File: config.mk
export PLATFORM = sky130hd
export DESIGN_NAME = acc_core
export DESIGN_NICKNAME = d
export VERILOG_FILES = /design/src/rtl/acc_pkg.sv /design/src/rtl/acc_reg.sv /design/src/rtl/acc_mem.sv /design/src/rtl/acc_alu.sv /design/src/rtl/acc_ctrl.sv /design/src/rtl/acc_core.sv
export SDC_FILE = /design/constraint.sdc
export NUM_CORES = 1
export LEC_CHECK = 0
export BUFFER_PORTS_ARGS = -buffer_cell sky130_fd_sc_hd__buf_2
export CORE_MARGIN = 2
export CORE_UTILIZATION = 67
export DETAILED_ROUTE_END_ITERATION = 8
export PLACE_DENSITY_LB_ADDON = 0.2
export SLEW_MARGIN = 20
export SYNTH_ARGS = -nofsm -noshare
export SYNTH_HDL_FRONTEND = slang
export SYNTH_HIERARCHICAL = 1
export SYNTH_SLANG_ARGS = --single-unit
File: constraint.sdc
create_clock -name clk -period 3.4 [get_ports clk]
set_clock_uncertainty 0.1 [all_clocks]
set_input_delay 0.68 -clock clk [delete_from_list [all_inputs] [get_ports clk]]
set_output_delay 0.68 -clock clk [all_outputs]
set_load 0.05 [all_outputs]
File: src/rtl/acc_pkg.sv
package acc_pkg;
  localparam int DW    = 8;
  localparam int AW    = 4;
  localparam int STEPS = 6;

  localparam logic [3:0] OP_LDA = 4'h0;
  localparam logic [3:0] OP_ADD = 4'h1;
  localparam logic [3:0] OP_SUB = 4'h2;
  localparam logic [3:0] OP_OUT = 4'hE;
  localparam logic [3:0] OP_HLT = 4'hF;

  // 12-bit control word
  typedef struct packed {
    logic pc_inc;   // advance program counter
    logic pc_drv;   // program counter onto bus
    logic mar_ld;   // load address register
    logic mem_drv;  // memory onto bus
    logic ir_ld;    // load instruction register
    logic ir_drv;   // operand field onto bus
    logic acc_ld;   // load accumulator
    logic acc_drv;  // accumulator onto bus
    logic sub;      // adder-subtractor subtracts
    logic alu_drv;  // adder-subtractor onto bus
    logic b_ld;     // load B register
    logic out_ld;   // load output register
  } ctrl_word_t;
endpackage

File: src/rtl/acc_reg.sv
module acc_reg #(
  parameter int W = 8
) (
  input  logic         clk,
  input  logic         rst_n,
  input  logic         en,
  input  logic [W-1:0] d,
  output logic [W-1:0] q
);
  logic [W-1:0] q_nxt;

  always_comb begin
    q_nxt = q;
    if (en) q_nxt = d;
  end

  always_ff @(posedge clk or negedge rst_n) begin
    if (!rst_n) q <= '0;
    else        q <= q_nxt;
  end
endmodule

File: src/rtl/acc_mem.sv
module acc_mem #(
  parameter int AW = 4,
  parameter int DW = 8
) (
  input  logic          clk,
  input  logic          wr_en,
  input  logic [AW-1:0] wr_addr,
  input  logic [DW-1:0] wr_data,
  input  logic [AW-1:0] rd_addr,
  output logic [DW-1:0] rd_data
);
  localparam int DEPTH = 1 << AW;

  logic [DW-1:0] store [DEPTH];

  always_ff @(posedge clk) begin
    if (wr_en) store[wr_addr] <= wr_data;
  end

  assign rd_data = store[rd_addr];
endmodule

File: src/rtl/acc_alu.sv
module acc_alu #(
  parameter int DW = 8
) (
  input  logic [DW-1:0] a,
  input  logic [DW-1:0] b,
  input  logic          sub,
  output logic [DW-1:0] y
);
  always_comb begin
    if (sub) y = a - b;
    else     y = a + b;
  end
endmodule

File: src/rtl/acc_ctrl.sv
module acc_ctrl
  import acc_pkg::*;
#(
  parameter int STEPS = 6
) (
  input  logic       clk,
  input  logic       rst_n,
  input  logic [3:0] opcode,
  output ctrl_word_t cw,
  output logic       halted
);
  logic [STEPS-1:0] ring, ring_nxt;
  logic             halt_q, halt_nxt;

  always_comb begin
    ring_nxt = ring;
    if (!halt_q) ring_nxt = {ring[STEPS-2:0], ring[STEPS-1]};
    halt_nxt = halt_q | (ring[3] & (opcode == OP_HLT));
  end

  always_ff @(posedge clk or negedge rst_n) begin
    if (!rst_n) begin
      ring   <= STEPS'(1);
      halt_q <= 1'b0;
    end else begin
      ring   <= ring_nxt;
      halt_q <= halt_nxt;
    end
  end

  always_comb begin
    cw = '0;
    if (!halt_q) begin
      if (ring[0]) begin
        cw.pc_drv = 1'b1;
        cw.mar_ld = 1'b1;
      end else if (ring[1]) begin
        cw.pc_inc = 1'b1;
      end else if (ring[2]) begin
        cw.mem_drv = 1'b1;
        cw.ir_ld   = 1'b1;
      end else if (ring[3]) begin
        if (opcode == OP_LDA || opcode == OP_ADD || opcode == OP_SUB) begin
          cw.ir_drv = 1'b1;
          cw.mar_ld = 1'b1;
        end else if (opcode == OP_OUT) begin
          cw.acc_drv = 1'b1;
          cw.out_ld  = 1'b1;
        end
      end else if (ring[4]) begin
        if (opcode == OP_LDA) begin
          cw.mem_drv = 1'b1;
          cw.acc_ld  = 1'b1;
        end else if (opcode == OP_ADD || opcode == OP_SUB) begin
          cw.mem_drv = 1'b1;
          cw.b_ld    = 1'b1;
        end
      end else if (ring[5]) begin
        if (opcode == OP_ADD || opcode == OP_SUB) begin
          cw.alu_drv = 1'b1;
          cw.acc_ld  = 1'b1;
          cw.sub     = (opcode == OP_SUB);
        end
      end
    end
  end

  assign halted = halt_q;

  a_r7_ring_onehot: assert property (@(posedge clk) disable iff (!rst_n)
    $onehot(ring));
  a_r7_wrap_to_fetch: assert property (@(posedge clk) disable iff (!rst_n)
    (ring[STEPS-1] && !halt_q) |=> ring[0]);
  a_r6_halt_sticky: assert property (@(posedge clk) disable iff (!rst_n)
    halt_q |=> (halt_q && $stable(ring)));
endmodule

File: src/rtl/acc_core.sv
module acc_core
  import acc_pkg::*;
(
  input  logic          clk,
  input  logic          rst_n,
  input  logic          ld_en,
  input  logic [AW-1:0] ld_addr,
  input  logic [DW-1:0] ld_data,
  output logic [DW-1:0] out_val,
  output logic          halted
);
  logic [1:0]    rst_pipe;
  logic          core_rst_n;
  ctrl_word_t    cw;
  logic [DW-1:0] bus, mem_q, acc_q, b_q, ir_q, alu_y;
  logic [AW-1:0] pc_q, pc_nxt, mar_q, mar_nxt;

  // reset: asserted at once, released after two clock edges
  always_ff @(posedge clk or negedge rst_n) begin
    if (!rst_n) rst_pipe <= 2'b00;
    else        rst_pipe <= {rst_pipe[0], 1'b1};
  end
  assign core_rst_n = rst_pipe[1];

  // program counter and address register
  always_comb begin
    pc_nxt  = pc_q;
    mar_nxt = mar_q;
    if (cw.pc_inc) pc_nxt  = pc_q + 1'b1;
    if (cw.mar_ld) mar_nxt = bus[AW-1:0];
  end

  always_ff @(posedge clk or negedge core_rst_n) begin
    if (!core_rst_n) begin
      pc_q  <= '0;
      mar_q <= '0;
    end else begin
      pc_q  <= pc_nxt;
      mar_q <= mar_nxt;
    end
  end

  acc_mem #(.AW(AW), .DW(DW)) u_mem (
    .clk(clk), .wr_en(ld_en & ~rst_n), .wr_addr(ld_addr), .wr_data(ld_data),
    .rd_addr(mar_q), .rd_data(mem_q)
  );

  acc_ctrl #(.STEPS(STEPS)) u_ctrl (
    .clk(clk), .rst_n(core_rst_n), .opcode(ir_q[DW-1:DW-4]), .cw(cw), .halted(halted)
  );

  acc_alu #(.DW(DW)) u_alu (.a(acc_q), .b(b_q), .sub(cw.sub), .y(alu_y));

  // shared bus: at most one driver per step
  always_comb begin
    bus = '0;
    if (cw.pc_drv)  bus = DW'(pc_q);
    if (cw.mem_drv) bus = mem_q;
    if (cw.ir_drv)  bus = DW'(ir_q[AW-1:0]);
    if (cw.acc_drv) bus = acc_q;
    if (cw.alu_drv) bus = alu_y;
  end

  // byte-wide registers loaded from the bus
  localparam int NREG = 4;
  logic [NREG-1:0] reg_en;
  logic [DW-1:0]   reg_q [NREG];
  assign reg_en = {cw.out_ld, cw.b_ld, cw.acc_ld, cw.ir_ld};

  for (genvar g = 0; g < NREG; g++) begin : g_reg
    acc_reg #(.W(DW)) u_reg (
      .clk(clk), .rst_n(core_rst_n), .en(reg_en[g]), .d(bus), .q(reg_q[g])
    );
  end

  assign ir_q    = reg_q[0];
  assign acc_q   = reg_q[1];
  assign b_q     = reg_q[2];
  assign out_val = reg_q[3];

  a_r5_single_driver: assert property (@(posedge clk) disable iff (!core_rst_n)
    $onehot0({cw.pc_drv, cw.mem_drv, cw.ir_drv, cw.acc_drv, cw.alu_drv}));
  a_r5_out_only_on_op: assert property (@(posedge clk) disable iff (!core_rst_n)
    !$stable(out_val) |-> $past(cw.out_ld));
  a_r6_frozen: assert property (@(posedge clk) disable iff (!core_rst_n)
    halted |=> ($stable(out_val) && $stable(acc_q) && $stable(pc_q)));
  a_r7_pc_step: assert property (@(posedge clk) disable iff (!core_rst_n)
    cw.pc_inc |=> (pc_q == $past(pc_q) + 1'b1));
endmodule

# Yosys cells after proc, flatten, opt, wreduce, memory -nomap -nowiden
# Memories as Yosys holds them, arrays and structs flattened.
# Cells that the tools add are included.
[totals]
reg_bits = 49
ram_bits = 128
inputBits = 15
out_inout_bits = 9
wordCells = 63
n_memories = 1
[memory_table]
columns = ["name", "depth", "word_bits", "rd", "rd_ports_with_merged_regs", "wr", "line_no", "source"]
rows = [
  ["u_mem.store", 16, 8, 1, 0, 1, "acc_mem.sv:14", "logic [DW-1:0] store [DEPTH];"],
]
[op_classes]
addsub = 3
eq_ne = 4
mux = 38
bitwise_logic = 4
n_reduce_logical = 4
[op_table]
columns = ["cell", "count"]
rows = [
  ["2-to-1 mux 8 bit", 5],
  ["2-to-1 mux 1 bit", 24],
  ["2-to-1 mux 12 bit", 1],
  ["2-to-1 mux 10 bit", 1],
  ["2-to-1 mux 9 bit", 1],
  ["adder 8 bit", 1],
  ["equality test 4 bit (second input constant)", 2],
  ["subtractor 8 bit", 1],
  ["2-to-1 mux 7 bit", 1],
  ["2-to-1 mux 2 bit", 3],
  ["adder 4 x 1 -> 4 bit (second input constant)", 1],
  ["equality test 4 x 1 -> 1 bit (second input constant)", 1],
  ["equality test 4 x 2 -> 1 bit (second input constant)", 1],
  ["logical NOT 4 bit", 1],
  ["2-to-1 mux 4 bit", 1],
  ["logical OR 1 bit", 3],
  ["2-to-1 mux 3 bit", 1],
  ["bitwise AND 1 bit", 2],
  ["inverter 1 bit", 1],
  ["bitwise OR 1 bit", 1],
]

# Logic depth before layout (Yosys ltp)
[depth]
depth_word = 15
depth_mapped = 14

# Cells and area by module
# The synthesis kept the hierarchy.
[modules_own_cells]
columns = ["mod", "instances", "cells_each", "area_each_um2", "seq_area_each_um2"]
rows = [
  ["acc_mem", 1, 221, 4987.3, 3843.7],
  ["acc_reg", 4, 17, 331.6, 200.2],
  ["acc_core", 1, 88, 755.7, 250.2],
  ["acc_ctrl", 1, 47, 484.2, 176.4],
  ["acc_alu", 1, 61, 466.7, 0.0],
]

# Least setup slack after synthesis
# Ideal clock, no wire load.
[synth_path]
kind = "reg-to-reg"
start = "reg u_ctrl.halt_q (netlist: u_ctrl/halted)"
end = "reg g_reg[3].u_reg.q[3]"
setup_time_ns = 0.066
t_arrival_ns = 3.074
required_ns = 3.234
path_slack_ns = 0.160
path_stages_with_launch = 15
path_buffers = 1
path_cell_list = "dfrtp_1 > nor3_4 > nand2_1 > nor2_1 > clkbuf_1 > mux2i_1 > ha_1 > nor2b_1 > o21a_1 > nor2_1 > xnor2_1 > inv_1 > a22o_1 > a21oi_1 > mux2_4"
[synth_lines]
columns = ["element", "line_no", "source"]
rows = [
  ["start, declared", "acc_ctrl.sv:13", "logic halt_q, halt_nxt;"],
  ["start signal, assigned", "acc_ctrl.sv:27", "halt_q <= halt_nxt;"],
  ["end signal, assigned", "acc_reg.sv:19", "else q <= q_nxt;"],
  ["end, declared", "acc_reg.sv:8", "output logic [W-1:0] q"],
]

==> impl_metrics.tcl <==
set metrics [dict create \
    floorplan.die_area_um2 12860 \
    layout.cell_area.non_filler_um2 8919 \
    fin_cells 683 \
    synth_compound_gate_area_share_pct 6.427 \
    cts_tree "yes" \
    hp-class "reg -> async" \
    seq_area_frac_synth_pct 63.23 \
    dp.final_hpwl_um 10750 \
    synth_adder_area_share_pct 1.654 \
    cp_num_buf_inv 1 \
    run_status "complete, no violations" \
    wire_length_of_the_first_global_routing_pass_um 25500 \
    floorplan.io_pins 24 \
    cts-htree-levels 4 \
    netlist_area_um2 8020 \
    main_combinational_cell_family_by_area_after_synthesis "multiplexers" \
    initial_core_util_pct 69.35 \
    placement.cell_area_um2 8354 \
    core_region_area_um2 11560 \
    cp-start-kind "flop" \
    period_needed_ns 3.205 \
    critical_path_cell_by_cell "nor4_2 > nand2_1 > nor2_2 > buf_4 > nor2_1 > xnor2_1 > ha_1 > a21o_1 > a21oi_2 > xnor2_1 > nand2_1 > o21ai_0 > mux2_4" \
    detailroute.via_count 4503 \
    worst-path-stages 13 \
    worst_pin_slew_ns 0.9391 \
    layout-area-overhead-vs-synth_pct 11.20 \
    critical-path-top-delay-family "simple AND/OR/NAND/NOR gates" \
    cts_root_buf "sky130_fd_sc_hd__clkbuf_16" \
    timing.fmax_mhz 312.0 \
    synth_ff_type "sky130_fd_sc_hd__edfxtp_1" \
    worstSetupEndpointType "flop" \
    cp_data_arrival_time_ns 3.41 \
    dr.first_iter.drc_count 391 \
    report.final.setup_viol 0 \
    fin_nets 555 \
    register_bit_count_reported_by_yosys 177 \
    global_route.overflow_total 0 \
    yosysUniqueCellTypes 58 \
    postCtsSetupBuffers 0 \
    yosysWarnings 6 \
    min_setup_slack_post_route_ns 0.1951 \
    grt_antenna_before_repair 0 \
    worst-endpoint-required_ns 3.60 \
    drt-pass1-iter-count 5 \
    post-place-cells 653 \
    crit_path_start "g_reg[0].u_reg/q[7]" \
    pin_count_of_the_biggest_net_entering_global_routing 48 \
    fin_setup_tns_ns 0 \
    share_of_the_cycle_needed_by_the_critical_path_after_routing_pct 94.26 \
    numClockSinks 177 \
    maxCapViolations 0 \
    edff_count_synth 128 \
    port_buffers 23 \
    cts-buffers-inserted 17 \
    synth_top_cells_by_count "sky130_fd_sc_hd__edfxtp_1, sky130_fd_sc_hd__dfrtp_1, sky130_fd_sc_hd__mux2_4" \
    mappedNetlistNets 510 \
    cp_slowest_stage_delay_ns 0.44 \
    totalPowerFinal_mw 4.193 \
    antennaDiodeCount 0 \
    leakage_nw 3.441 \
    worst_r2r_startpoint "g_reg[0].u_reg/q[7]" \
    gp_routability_congestion 0.8759 \
    post-synth-top-area-fraction_pct 47.93 \
    final_hold_violations 0 \
    muxShareOfSynthArea_pct 16.46 \
    criticalPathCategory "reg -> reg" \
    first_global_vias 4585 \
    placementRows 39 \
    power-per-cell-area_nw_per_um2 470.2 \
    yosys.cell_count.top_type "sky130_fd_sc_hd__edfxtp_1" \
    dp_slack_ns 0.1207 \
    grt_setup_unrepaired "false" \
    route.detailed.drc 0 \
    finalMaxSlewViolations 0 \
    crit_slowest_cell "sky130_fd_sc_hd__dfrtp_1" \
    synth_cells 485 \
    timing.max_slew.rel_slack_pct 36.57 \
    power.ir.vdd_worst_uv 736.8 \
    clkSlewWorstSetupHoldPaths_ns 0.06 \
    synth_top_cells_by_area "sky130_fd_sc_hd__edfxtp_1, sky130_fd_sc_hd__dfrtp_1, sky130_fd_sc_hd__mux2_4" \
    track_usage_pct 27.04 \
    wl_um 15930 \
    maximum_count_of_clock_buffers_along_a_single_path 2 \
    critical_path.max_fanout 6 \
    vias_per_cell 6.593 \
    post_synth_and_or_nand_nor_area_fraction_pct 7.379 \
    synthesized_area_divided_by_synthesized_cell_count_um2 16.54 \
    clk_latency_ns 0.42 \
    synth_largest_area_cell "sky130_fd_sc_hd__edfxtp_1" \
    timing.reg2reg.worst_path_depth 13 \
    antenna_violating_nets_post_route 0 \
    wire_per_inst_um 23.32 \
    drive_above_1_share_pct 28.52 \
    die_y_extent_um 113.4 \
    synth_async_sr_flop_share_pct 27.68 \
    die_width_um 113.4 \
    synthXorXnorAreaFrac_pct 1.747 \
]
[worst paths after layout]
path / endpoint / slack (ns)
setup / recovery: g_reg[1].u_reg/q[4] / 0.20
hold / removal: mar_q[3] / 0.26
setup reg to reg: g_reg[1].u_reg/q[4] / 0.20
hold reg to reg: mar_q[3] / 0.26
max in group asynchronous: mar_q[0] / 2.49
min in group clk: rst_pipe[1] / 0.27
[sequential cells by signal (all words and copies together), names as in the netlist]
name,flops
u_ctrl/halted,1
rst_pipe,2
pc_q,4
mar_q,4
g.u_reg/q,32
u_mem/store,128
u_ctrl/ring,6
[per-stage QoR]
step | hold WS [ns] | util (%)
finish | 0.2638 | 77.12
global route | 0.2784 | 77.12
CTS | 0.2562 | 76.98
detailed placement | 0.2412 | 72.24
global placement | 0.2356 | 72.24
floorplan | 0.2312 | -
[worst reg2reg max path, delay by kind of cell (launching register included)]
| family | cells | cell delay, ns |
|---|---|---|
| xor+xnor | 2 | 0.23 |
| simple gates | 5 | 0.76 |
| flops | 1 | 0.44 |
| buf+inv | 1 | 0.17 |
| mux | 1 | 0.37 |
| compound gates | 3 | 0.66 |
| fa+ha+maj | 1 | 0.35 |
[layer usage]
layer | vias up | GRT usage (%) | part of all wire, %
li1 | 1981 | - | -
met1 | 2303 | 36.24 | 41
met2 | 185 | 44.31 | 51
met3 | 34 | 6.323 | 4.9
met4 | 0 | 9.756 | 2.5
met5 | - | 0 | 0
[layout make-up]
cell class	instances	area, µm²
Multi-Input combinational cell	271	2731
Sequential cell	177	5076
Tap cell	143	178.9
Timing Repair Buffer	50	345.3
Clock inverter	11	108.9
Clock buffer	18	429.2
Fill cell	627	2646
Inverter	13	48.80
[cell usage in the layout (no fill, tap or decap), drive strengths merged, types with 4 or more instances in the layout]
| cell | synthesis | layout |
|---|---|---|
| nor3b | 7 | 7 |
| mux4 | 32 | 32 |
| a22oi | 20 | 20 |
| clkinv | 0 | 4 |
| mux2 | 37 | 37 |
| nand2 | 26 | 26 |
| nor2 | 29 | 29 |
| buf | 18 | 49 |
| a21oi | 8 | 8 |
| edfxtp | 128 | 128 |
| nand3b | 7 | 7 |
| ha | 9 | 9 |
| a221oi | 8 | 8 |
| nor3 | 8 | 8 |
| nor2b | 12 | 12 |
| a31oi | 6 | 6 |
| o21ai | 6 | 6 |
| xnor2 | 13 | 13 |
| nand2b | 5 | 5 |
| inv | 13 | 16 |
| clkbuf | 3 | 18 |
| dfrtp | 48 | 48 |
[cell families after synthesis]
logic type / after synthesis
DFF: 177
AOI/OAI and AO/OA: 67
muxes: 70
and+or+nand+nor: 107
adders and majority gates: 10
other: 1
xor gates and xnor gates: 16
buffers and inverters: 37
[timing repair]
item / 4_1_cts / 5_1_grt
hold endpoints to repair: 2 / 0
endpoints found under the setup margin: 0 / 16
hold buffers: 1 / 0
resized for setup: 0 / 8
[report_power, final]
part           switching [mW]  internal (mW)
logic                  0.0424         0.0168
clock network           0.778           1.00
registers              0.0153           2.34
No activity file was read; power rests on OpenSTA's default activity.
